<file path="config.mk">
export PLATFORM = sky130hd
export DESIGN_NAME = bus_cycle_seq
export DESIGN_NICKNAME = d
export VERILOG_FILES = /design/src/rtl/bus_seq_pkg.sv /design/src/rtl/bus_status_enc.sv /design/src/rtl/bus_cyc_fsm.sv /design/src/rtl/bus_data_path.sv /design/src/rtl/bus_cycle_seq.sv
export SDC_FILE = /design/constraint.sdc
export NUM_CORES = 1
export LEC_CHECK = 0
export ABC_AREA = 1
export CAP_MARGIN = 20
export CORE_MARGIN = 2
export CORE_UTILIZATION = 43
export CTS_CLUSTER_SIZE = 16
export DETAILED_ROUTE_END_ITERATION = 6
export PLACE_DENSITY = 0.81
export SYNTH_ARGS = -nofsm -noshare
export SYNTH_HDL_FRONTEND = slang
export SYNTH_SLANG_ARGS = --single-unit
</file>
<file path="constraint.sdc">
create_clock -name clk -period 1.3 [get_ports clk]
set_input_delay 0.26 -clock clk [delete_from_list [all_inputs] [get_ports clk]]
set_output_delay 0.26 -clock clk [all_outputs]
set_load 0.01 [all_outputs]
</file>
<file path="src/rtl/bus_seq_pkg.sv">
package bus_seq_pkg;
  typedef enum logic [2:0] {
    CT_FETCH = 3'd0, CT_MRD = 3'd1, CT_MWR = 3'd2, CT_SRD = 3'd3,
    CT_SWR   = 3'd4, CT_IN  = 3'd5, CT_OUT = 3'd6, CT_INTA = 3'd7
  } cyc_type_e;

  typedef enum logic [2:0] {
    ST_IDLE, ST_T1, ST_T2, ST_TW, ST_T3
  } bus_state_e;

  function automatic logic is_write(cyc_type_e t);
    return (t == CT_MWR) || (t == CT_SWR) || (t == CT_OUT);
  endfunction

  function automatic logic uses_dbin(cyc_type_e t);
    return (t == CT_FETCH) || (t == CT_MRD) || (t == CT_SRD) || (t == CT_INTA);
  endfunction

  function automatic logic takes_data(cyc_type_e t);
    return uses_dbin(t) || (t == CT_IN);
  endfunction
endpackage

</file>
<file path="src/rtl/bus_status_enc.sv">
module bus_status_enc
  import bus_seq_pkg::*;
#(
  parameter int DATA_W = 8
) (
  input  cyc_type_e          ctype_i,
  output logic [DATA_W-1:0]  status_o
);
  localparam int STAT_W = 8;
  logic [STAT_W-1:0] st;

  always_comb begin
    st    = '0;
    st[0] = (ctype_i == CT_INTA);
    st[1] = !is_write(ctype_i);
    st[2] = (ctype_i == CT_SRD) || (ctype_i == CT_SWR);
    st[3] = 1'b0;
    st[4] = (ctype_i == CT_OUT);
    st[5] = (ctype_i == CT_FETCH) || (ctype_i == CT_INTA);
    st[6] = (ctype_i == CT_IN);
    st[7] = (ctype_i == CT_FETCH) || (ctype_i == CT_MRD) || (ctype_i == CT_SRD);
  end

  generate
    if (DATA_W > STAT_W) begin : g_wide
      assign status_o = {{(DATA_W-STAT_W){1'b0}}, st};
    end else begin : g_narrow
      assign status_o = st[DATA_W-1:0];
    end
  endgenerate
endmodule

</file>
<file path="src/rtl/bus_cyc_fsm.sv">
module bus_cyc_fsm
  import bus_seq_pkg::*;
(
  input  logic       clk,
  input  logic       rst_n,
  input  logic       start_i,
  input  logic       ready_i,
  output bus_state_e state_o,
  output logic       accept_o,
  output logic       done_o
);
  bus_state_e state_q, state_d;
  logic       done_q;

  assign accept_o = (state_q == ST_IDLE) && start_i;

  always_comb begin
    state_d = state_q;
    case (state_q)
      ST_IDLE: if (start_i) state_d = ST_T1;
      ST_T1:   state_d = ST_T2;
      ST_T2,
      ST_TW:   state_d = ready_i ? ST_T3 : ST_TW;
      ST_T3:   state_d = ST_IDLE;
      default: state_d = ST_IDLE;
    endcase
  end

  always_ff @(posedge clk or negedge rst_n) begin
    if (!rst_n) begin
      state_q <= ST_IDLE;
      done_q  <= 1'b0;
    end else begin
      state_q <= state_d;
      done_q  <= (state_q == ST_T3);
    end
  end

  assign state_o = state_q;
  assign done_o  = done_q;

  p_t1_then_t2_r1: assert property (@(posedge clk) disable iff (!rst_n)
    state_q == ST_T1 |=> state_q == ST_T2);
  p_wait_on_low_ready_r5: assert property (@(posedge clk) disable iff (!rst_n)
    (state_q == ST_T2 || state_q == ST_TW) && !ready_i |=> state_q == ST_TW);
  p_busy_ignores_start_r9: assert property (@(posedge clk) disable iff (!rst_n)
    state_q != ST_IDLE |=> state_q != ST_T1);
  p_done_single_r9: assert property (@(posedge clk) disable iff (!rst_n)
    done_q |=> !done_q);
endmodule

</file>
<file path="src/rtl/bus_data_path.sv">
module bus_data_path
  import bus_seq_pkg::*;
#(
  parameter int ADDR_W = 16,
  parameter int DATA_W = 8
) (
  input  logic              clk,
  input  logic              rst_n,
  input  logic              accept_i,
  input  cyc_type_e         ctype_i,
  input  logic [ADDR_W-1:0] addr_i,
  input  logic [DATA_W-1:0] wdata_i,
  input  logic [DATA_W-1:0] din_i,
  input  bus_state_e        state_i,
  input  logic [DATA_W-1:0] status_i,
  output cyc_type_e         ctype_o,
  output logic [ADDR_W-1:0] addr_o,
  output logic              sync_o,
  output logic              dbin_o,
  output logic              wait_o,
  output logic [DATA_W-1:0] dout_o,
  output logic              dout_oe_o,
  output logic [DATA_W-1:0] rdata_o,
  output logic              rdata_instr_o
);
  cyc_type_e         ctype_q;
  logic [ADDR_W-1:0] addr_q;
  logic [DATA_W-1:0] wdata_q, rdata_q;
  logic              instr_q;
  logic              data_phase, capture_en;

  assign data_phase = (state_i == ST_T2) || (state_i == ST_TW) || (state_i == ST_T3);
  assign capture_en = (state_i == ST_T3) && takes_data(ctype_q);

  always_ff @(posedge clk or negedge rst_n) begin
    if (!rst_n) begin
      ctype_q <= CT_FETCH;
      addr_q  <= '0;
      wdata_q <= '0;
    end else if (accept_i) begin
      ctype_q <= ctype_i;
      addr_q  <= addr_i;
      wdata_q <= wdata_i;
    end
  end

  always_ff @(posedge clk or negedge rst_n) begin
    if (!rst_n) begin
      rdata_q <= '0;
      instr_q <= 1'b0;
    end else if (capture_en) begin
      rdata_q <= din_i;
      instr_q <= (ctype_q == CT_FETCH);
    end
  end

  always_comb begin
    sync_o    = (state_i == ST_T1);
    wait_o    = (state_i == ST_TW);
    dbin_o    = data_phase && uses_dbin(ctype_q);
    dout_oe_o = 1'b0;
    dout_o    = '0;
    if (state_i == ST_T1) begin
      dout_oe_o = 1'b1;
      dout_o    = status_i;
    end else if (data_phase && is_write(ctype_q)) begin
      dout_oe_o = 1'b1;
      dout_o    = wdata_q;
    end
  end

  assign ctype_o       = ctype_q;
  assign addr_o        = addr_q;
  assign rdata_o       = rdata_q;
  assign rdata_instr_o = instr_q;

  p_no_drive_while_reading_r8: assert property (@(posedge clk) disable iff (!rst_n)
    dbin_o |-> !dout_oe_o);
  p_dbin_stretched_r5: assert property (@(posedge clk) disable iff (!rst_n)
    dbin_o && wait_o |=> dbin_o);
  p_write_keeps_rdata_r7: assert property (@(posedge clk) disable iff (!rst_n)
    state_i == ST_T3 && is_write(ctype_q) |=> $stable(rdata_q) && $stable(instr_q));
  p_sync_alone_r2: assert property (@(posedge clk) disable iff (!rst_n)
    sync_o |-> !dbin_o && !wait_o);
endmodule

</file>
<file path="src/rtl/bus_cycle_seq.sv">
module bus_cycle_seq
  import bus_seq_pkg::*;
#(
  parameter int ADDR_W = 16,
  parameter int DATA_W = 8
) (
  input  logic              clk,
  input  logic              rst_n,
  input  logic              start_i,
  input  logic [2:0]        ctype_i,
  input  logic [ADDR_W-1:0] addr_i,
  input  logic [DATA_W-1:0] wdata_i,
  input  logic              ready_i,
  input  logic [DATA_W-1:0] din_i,
  output logic [ADDR_W-1:0] addr_o,
  output logic              sync_o,
  output logic              dbin_o,
  output logic              wait_o,
  output logic [DATA_W-1:0] dout_o,
  output logic              dout_oe_o,
  output logic              done_o,
  output logic [DATA_W-1:0] rdata_o,
  output logic              rdata_instr_o
);
  bus_state_e        state;
  logic              accept;
  cyc_type_e         ctype_q;
  logic [DATA_W-1:0] status;

  bus_cyc_fsm u_fsm (
    .clk      (clk),
    .rst_n    (rst_n),
    .start_i  (start_i),
    .ready_i  (ready_i),
    .state_o  (state),
    .accept_o (accept),
    .done_o   (done_o)
  );

  bus_status_enc #(.DATA_W(DATA_W)) u_enc (
    .ctype_i  (ctype_q),
    .status_o (status)
  );

  bus_data_path #(.ADDR_W(ADDR_W), .DATA_W(DATA_W)) u_dp (
    .clk           (clk),
    .rst_n         (rst_n),
    .accept_i      (accept),
    .ctype_i       (cyc_type_e'(ctype_i)),
    .addr_i        (addr_i),
    .wdata_i       (wdata_i),
    .din_i         (din_i),
    .state_i       (state),
    .status_i      (status),
    .ctype_o       (ctype_q),
    .addr_o        (addr_o),
    .sync_o        (sync_o),
    .dbin_o        (dbin_o),
    .wait_o        (wait_o),
    .dout_o        (dout_o),
    .dout_oe_o     (dout_oe_o),
    .rdata_o       (rdata_o),
    .rdata_instr_o (rdata_instr_o)
  );

  p_sync_one_clock_r1: assert property (@(posedge clk) disable iff (!rst_n)
    sync_o |=> !sync_o);
  p_dbin_kind_r4: assert property (@(posedge clk) disable iff (!rst_n)
    dbin_o |-> uses_dbin(ctype_q));
  p_done_after_t3_r1: assert property (@(posedge clk) disable iff (!rst_n)
    done_o |-> !sync_o && !dbin_o && !wait_o && !dout_oe_o);
endmodule

</file>
Word level (Yosys, flattened, before mapping)
Cells that the tools add are included.
Widths: inputs -> output; s select.
Cells by class
  equality and inequality tests: 12
  muxes and demuxes: 7
  reduce and logical (&&, ||, !) cells: 18
Operator list (count)
  $mux 8: 2
  $eq 3x3->1 const B: 5
  $eq 3x2->1 const B: 4
  $logic_or 1x1->1: 10
  $pmux 3 s3: 1
  $eq 3x1->1 const B: 2
  $logic_not 3->1: 2
  $mux 3: 2
  $logic_and 1x1->1: 4
  $mux 1: 2
  $ne 2x2->1 const B: 1
  $reduce_or 2->1: 1
  $logic_not 1->1: 1
Storage, ports and cells
  register bits: 40
  input port bits: 39
  word-level logic and storage cells: 44

Longest topological paths before layout
  depth in word-level cells: 6
  mapped depth: 6

By module
A second synthesis with hierarchy kept.
Unflattened totals
  cells, all modules: 173
  area, all modules: 1894.3 µm²
By module, submodules not included
  bus_data_path: instances 1, cells each 137, area each 1657.8 µm², seq. area each 900.9 µm²
  bus_cyc_fsm: instances 1, cells each 17, area each 156.4 µm², seq. area each 100.1 µm²
  bus_status_enc: instances 1, cells each 19, area each 80.1 µm², seq. area each 0.0 µm²

Worst setup path before layout
Ideal clock, no wire load.
  kind: flip-flop to output port
  start point: reg u_fsm.state_q[1], in the netlist u_fsm.state_o[1]
  end point: out dout_o[3]
  arrival: 1.024 ns
  path slack: 0.016 ns
  cell stages (with the launch flop): 6
  buffers on the path: 0
  cell sequence: dfrtp_1 -> nor2_4 -> nand2_2 -> nand2_2 -> nand2_1 -> nor2_1
Between the ends
  word-level cells in the longest chain between the ends: 6
Ends and longest elaborated chain
  from (decl): RTL line bus_cyc_fsm.sv:12  | bus_state_e state_q, state_d;
  from (signal assigned): RTL line bus_cyc_fsm.sv:34  | state_q <= state_d;
  $eq 3x2->1: RTL line bus_data_path.sv:32  | assign data_phase = (state_i == ST_T2) || (state_i == ST_TW) || (state_i == ST_T3);
  $logic_or 1x1->1 (2 in a row): RTL line bus_data_path.sv:32
  $logic_and 1x1->1: RTL line bus_data_path.sv:66  | end else if (data_phase && is_write(ctype_q)) begin
  $mux 8: RTL line bus_data_path.sv:66
  $mux 8 (*): RTL line bus_data_path.sv:63  | if (state_i == ST_T1) begin
  to (decl): RTL line bus_cycle_seq.sv:19  | output logic [DATA_W-1:0] dout_o,
Every way passes the cells marked *; elsewhere a longest branch is shown, timed or not.

Worst setup path after layout
  start point: reg u_fsm.state_q[0], in the netlist u_fsm.state_o[0]
  end point: out dbin_o
Between the ends
  word-level cells in the longest chain between the ends: 4
Ends and longest elaborated chain
  $eq 3x2->1: RTL line bus_data_path.sv:32
  $logic_or 1x1->1: RTL line bus_data_path.sv:32
  $logic_or 1x1->1 (*): RTL line bus_data_path.sv:32
  $logic_and 1x1->1 (*): RTL line bus_data_path.sv:60  | dbin_o = data_phase && uses_dbin(ctype_q);
  to (decl): RTL line bus_cycle_seq.sv:17  | output logic dbin_o,
Marked as above.

==> impl_metrics.tcl <==
set metrics [dict create \
    status "finished, violations left" \
    failing_checks "setup timing" \
    dp_hpwl_um 3200 \
    synth_enable_flop_cells 0 \
    max_cap_violations 0 \
    setup_viol 48 \
    ys.warnings.count 0 \
    initial_utilization_pct 45.1 \
    timing.final.crit_share_pct 133 \
    power-per-cell-area_nw_per_um2 2350 \
    yosysMostFrequentCell "nand2_1" \
    clockBufferDepth 2 \
    yosys.area_share.adder_pct 0 \
    reg2reg_setup_slack_ns -0.23 \
    mappedNetlistArea_um2 1980 \
    worst_setup_path_end_kind "output pin" \
    cts.sinks 40 \
    cp_slowest_cell "dfrtp_1" \
    drtPass1Iterations 4 \
    worst_path_largest_cell_delay_ns 0.40 \
    hp-class "input pin to asynchronous set/reset pin" \
    post-route-drc-count 0 \
    cts_max_level 2 \
    dpl_worst_slack_ns -0.534 \
    layout-drive-gt1-share_pct 43.8 \
    floorplan.core_area_um2 4380 \
    nFillCells 294 \
    hold_violations 0 \
    synth_cell_type_count 16 \
    synth-main-ff-cell "dfrtp_1" \
    fp.dieArea_um2 5160 \
    final_cell_count_no_fill 385 \
    worst_setup_path_start_kind "flip-flop" \
    crit_path_cell_trace "buf_6 > nor2_4 > nand2_4 > buf_6 > a22oi_2 > buf_2" \
    clkSlewWorstSetupHoldPaths_ns 0.08 \
    placement.io_buffers 76 \
    post_drt_wl_per_cell_um 13.7 \
    vdd_drop_max_mv 1.26 \
    postLayoutSetupSlackWorst_ns -0.429 \
    dieWidth_um 71.8 \
    core.rowCount 24 \
    clock_tree_from_tritoncts "built" \
    timing_worst_slew_pin_value_ns 0.235 \
    post_synth_and_or_nand_nor_area_fraction_pct 26.3 \
    num_antenna_cells 0 \
    rsz0062_at_grt "true" \
    critPathRequiredTime_ns 1.04 \
    critPathArrivalTime_ns 1.47 \
    vias_per_cell 4.76 \
    design.final.nets 371 \
    yosys.area.top_type "dfrtp_1" \
    report.final.slew_viol_count 0 \
    via_count_of_the_first_global_routing_pass 1737 \
    synth_compound_gate_area_share_pct 12.6 \
    synth.top_cell.area_share_pct 50.6 \
    synth_async_sr_flop_share_pct 100 \
    vias 1834 \
    chipHeight_um 71.8 \
    drt.antenna.violating_nets 0 \
    synth.cells.most_frequent "46 x nand2_1, 40 x dfrtp_1, 32 x inv_1" \
    syn-instance-count 214 \
    worst_r2r_startpoint "u_fsm.state_o[2]" \
    grt.total_usage_pct 19.1 \
    gp_routability_congestion 0.831 \
    place_inst 363 \
    timing.final.crit_period_ns 1.73 \
    post_synth_xor_area_fraction_pct 0 \
    initialDrtViolationCount 134 \
    synth.area.top_cells "dfrtp_1 51%, o21ai_2 12%, nand2_1 8.7%" \
    numCtsBuffers 5 \
    area.growth.synth_to_final_pct 71.3 \
    criticalPathCategory "flip-flop to output pin" \
    largest_family_of_logic_cells_by_synthesized_area "simple AND/OR/NAND/NOR gates" \
    synth_mux_area_share_pct 0 \
    final.setup.tns_ns -10.10 \
    grt_first_pass_wirelength_um 7730 \
    globalRoute.totalOverflow 0 \
    synth_seq_area_share_pct 50.6 \
    postSynthNetCount 253 \
    crit_path_frequent_cell "buf_6" \
    finalClockSkew_ns 0.00738 \
    cp_max_fo 3 \
    clk_latency_ns 0.29 \
    fmax_mhz 578 \
    largest_net_degree_at_the_start_of_global_routing 41 \
    worst_r2r_endpoint "u_dp.addr_o[8]" \
    clock_tree.root_cell "clkbuf_8" \
    worst-r2r-cell-count 8 \
    ios 77 \
    synth_seq_cells 40 \
    routed_wirelength_um 5260 \
    worst_slew_margin_rel_pct 84.2 \
    total_leakage_power_nw 1.76 \
    syn-mean-instance-area_um2 9.24 \
    antenna_found_initial 0 \
]
-- cells by family after synthesis --
group           after synthesis
compound gates               29
buf+inv                      43
flops                        40
simple gates                102
-- placed cells by master (no fill, tap or decap), types with 4 or more instances in the layout --
| cell type | instances |
|---|---|
| buf_12 | 6 |
| buf_2 | 8 |
| buf_4 | 24 |
| buf_6 | 13 |
| clkbuf_8 | 6 |
| clkdlybuf4s50_1 | 37 |
| dfrtp_1 | 38 |
| dlygate4sd2_1 | 26 |
| inv_1 | 32 |
| nand2_1 | 35 |
| nand2_2 | 31 |
| nand3_1 | 14 |
| nand3_2 | 6 |
| nor2_4 | 4 |
| o21ai_2 | 27 |
-- through the flow --
step	power [mW]	area (um2)	util [%]	hold WS, ns
after floorplan	4.22	1980	-	-0.0356
after global placement	6.16	2980	68.0	0.250
after detailed placement	6.26	2980	68.0	0.250
after CTS	7.32	3170	72.3	0.473
after global routing	8.45	3390	77.3	0.492
final	7.96	3390	77.3	0.459
-- worst max-delay path by stage --
stage / from / endpoint / cells after the start
after detailed placement: u_fsm.state_o[1] / dout_o[2] / 4
after floorplan: u_fsm.state_o[1] / dout_o[3] / 5
after CTS: u_fsm.state_o[2] / dout_o[1] / 7
after global routing: u_fsm.state_o[0] / dbin_o / 6
final: u_fsm.state_o[0] / dbin_o / 6
after global placement: u_fsm.state_o[1] / dout_o[2] / 4
-- per-layer routing --
| metal | GRT usage [%] | up-vias | routed length (um) |
|---|---|---|---|
| met5 | 0 | - | 0 |
| met1 | 24.3 | 866 | 2100 |
| met3 | 5.77 | 6 | 348 |
| met2 | 31.6 | 66 | 2750 |
| li1 | - | 896 | - |
| met4 | 5.24 | 0 | 63 |
-- cell type report --
class                           count  area, um2  area share, %
Inverter                           37        151           4.47
Multi-Input combinational cell    131        901           26.6
Timing Repair Buffer              117       1140           33.8
Tap cell                           52       65.1           1.92
Clock inverter                      2       38.8           1.15
Clock buffer                        6       82.6           2.44
Sequential cell                    40       1000           29.6
-- power breakdown --
group	switching (mW)	leakage [nW]	internal [mW]
Combinational	2.28	1.20	2.35
Clock	0.440	0.0614	0.628
Sequential	0.428	0.495	1.83
-- flip-flops by register name, summed over array words and instances, names as in the netlist --
| name | flops |
|---|---|
| u_dp.addr_o | 16 |
| u_dp.rdata_o | 8 |
| u_dp.wdata_q | 8 |
| u_dp.ctype_o | 3 |
| u_fsm.state_o | 3 |
| u_dp.rdata_instr_o | 1 |
| u_fsm.done_o | 1 |
-- worst max-delay path, delay by kind of cell, from the launching register on --
family / cells / cell delay [ns]
AO/OA/AOI/OAI: 1 / 0.14
buffers and inverters: 3 / 0.42
AND/OR/NAND/NOR: 2 / 0.24
flip-flops: 1 / 0.40
-- repair_timing --
action / in CTS / in global routing
endpoints found under the hold margin: 40 / 0
cloned: 0 / 3
pin swaps: 5 / 12
gates resized for setup: 96 / 27
buffers inserted: 6 / 4
endpoints found under the setup margin: 48 / 49
hold buffers: 1 / 0
Note: power is estimated with default switching activity, not from simulation.
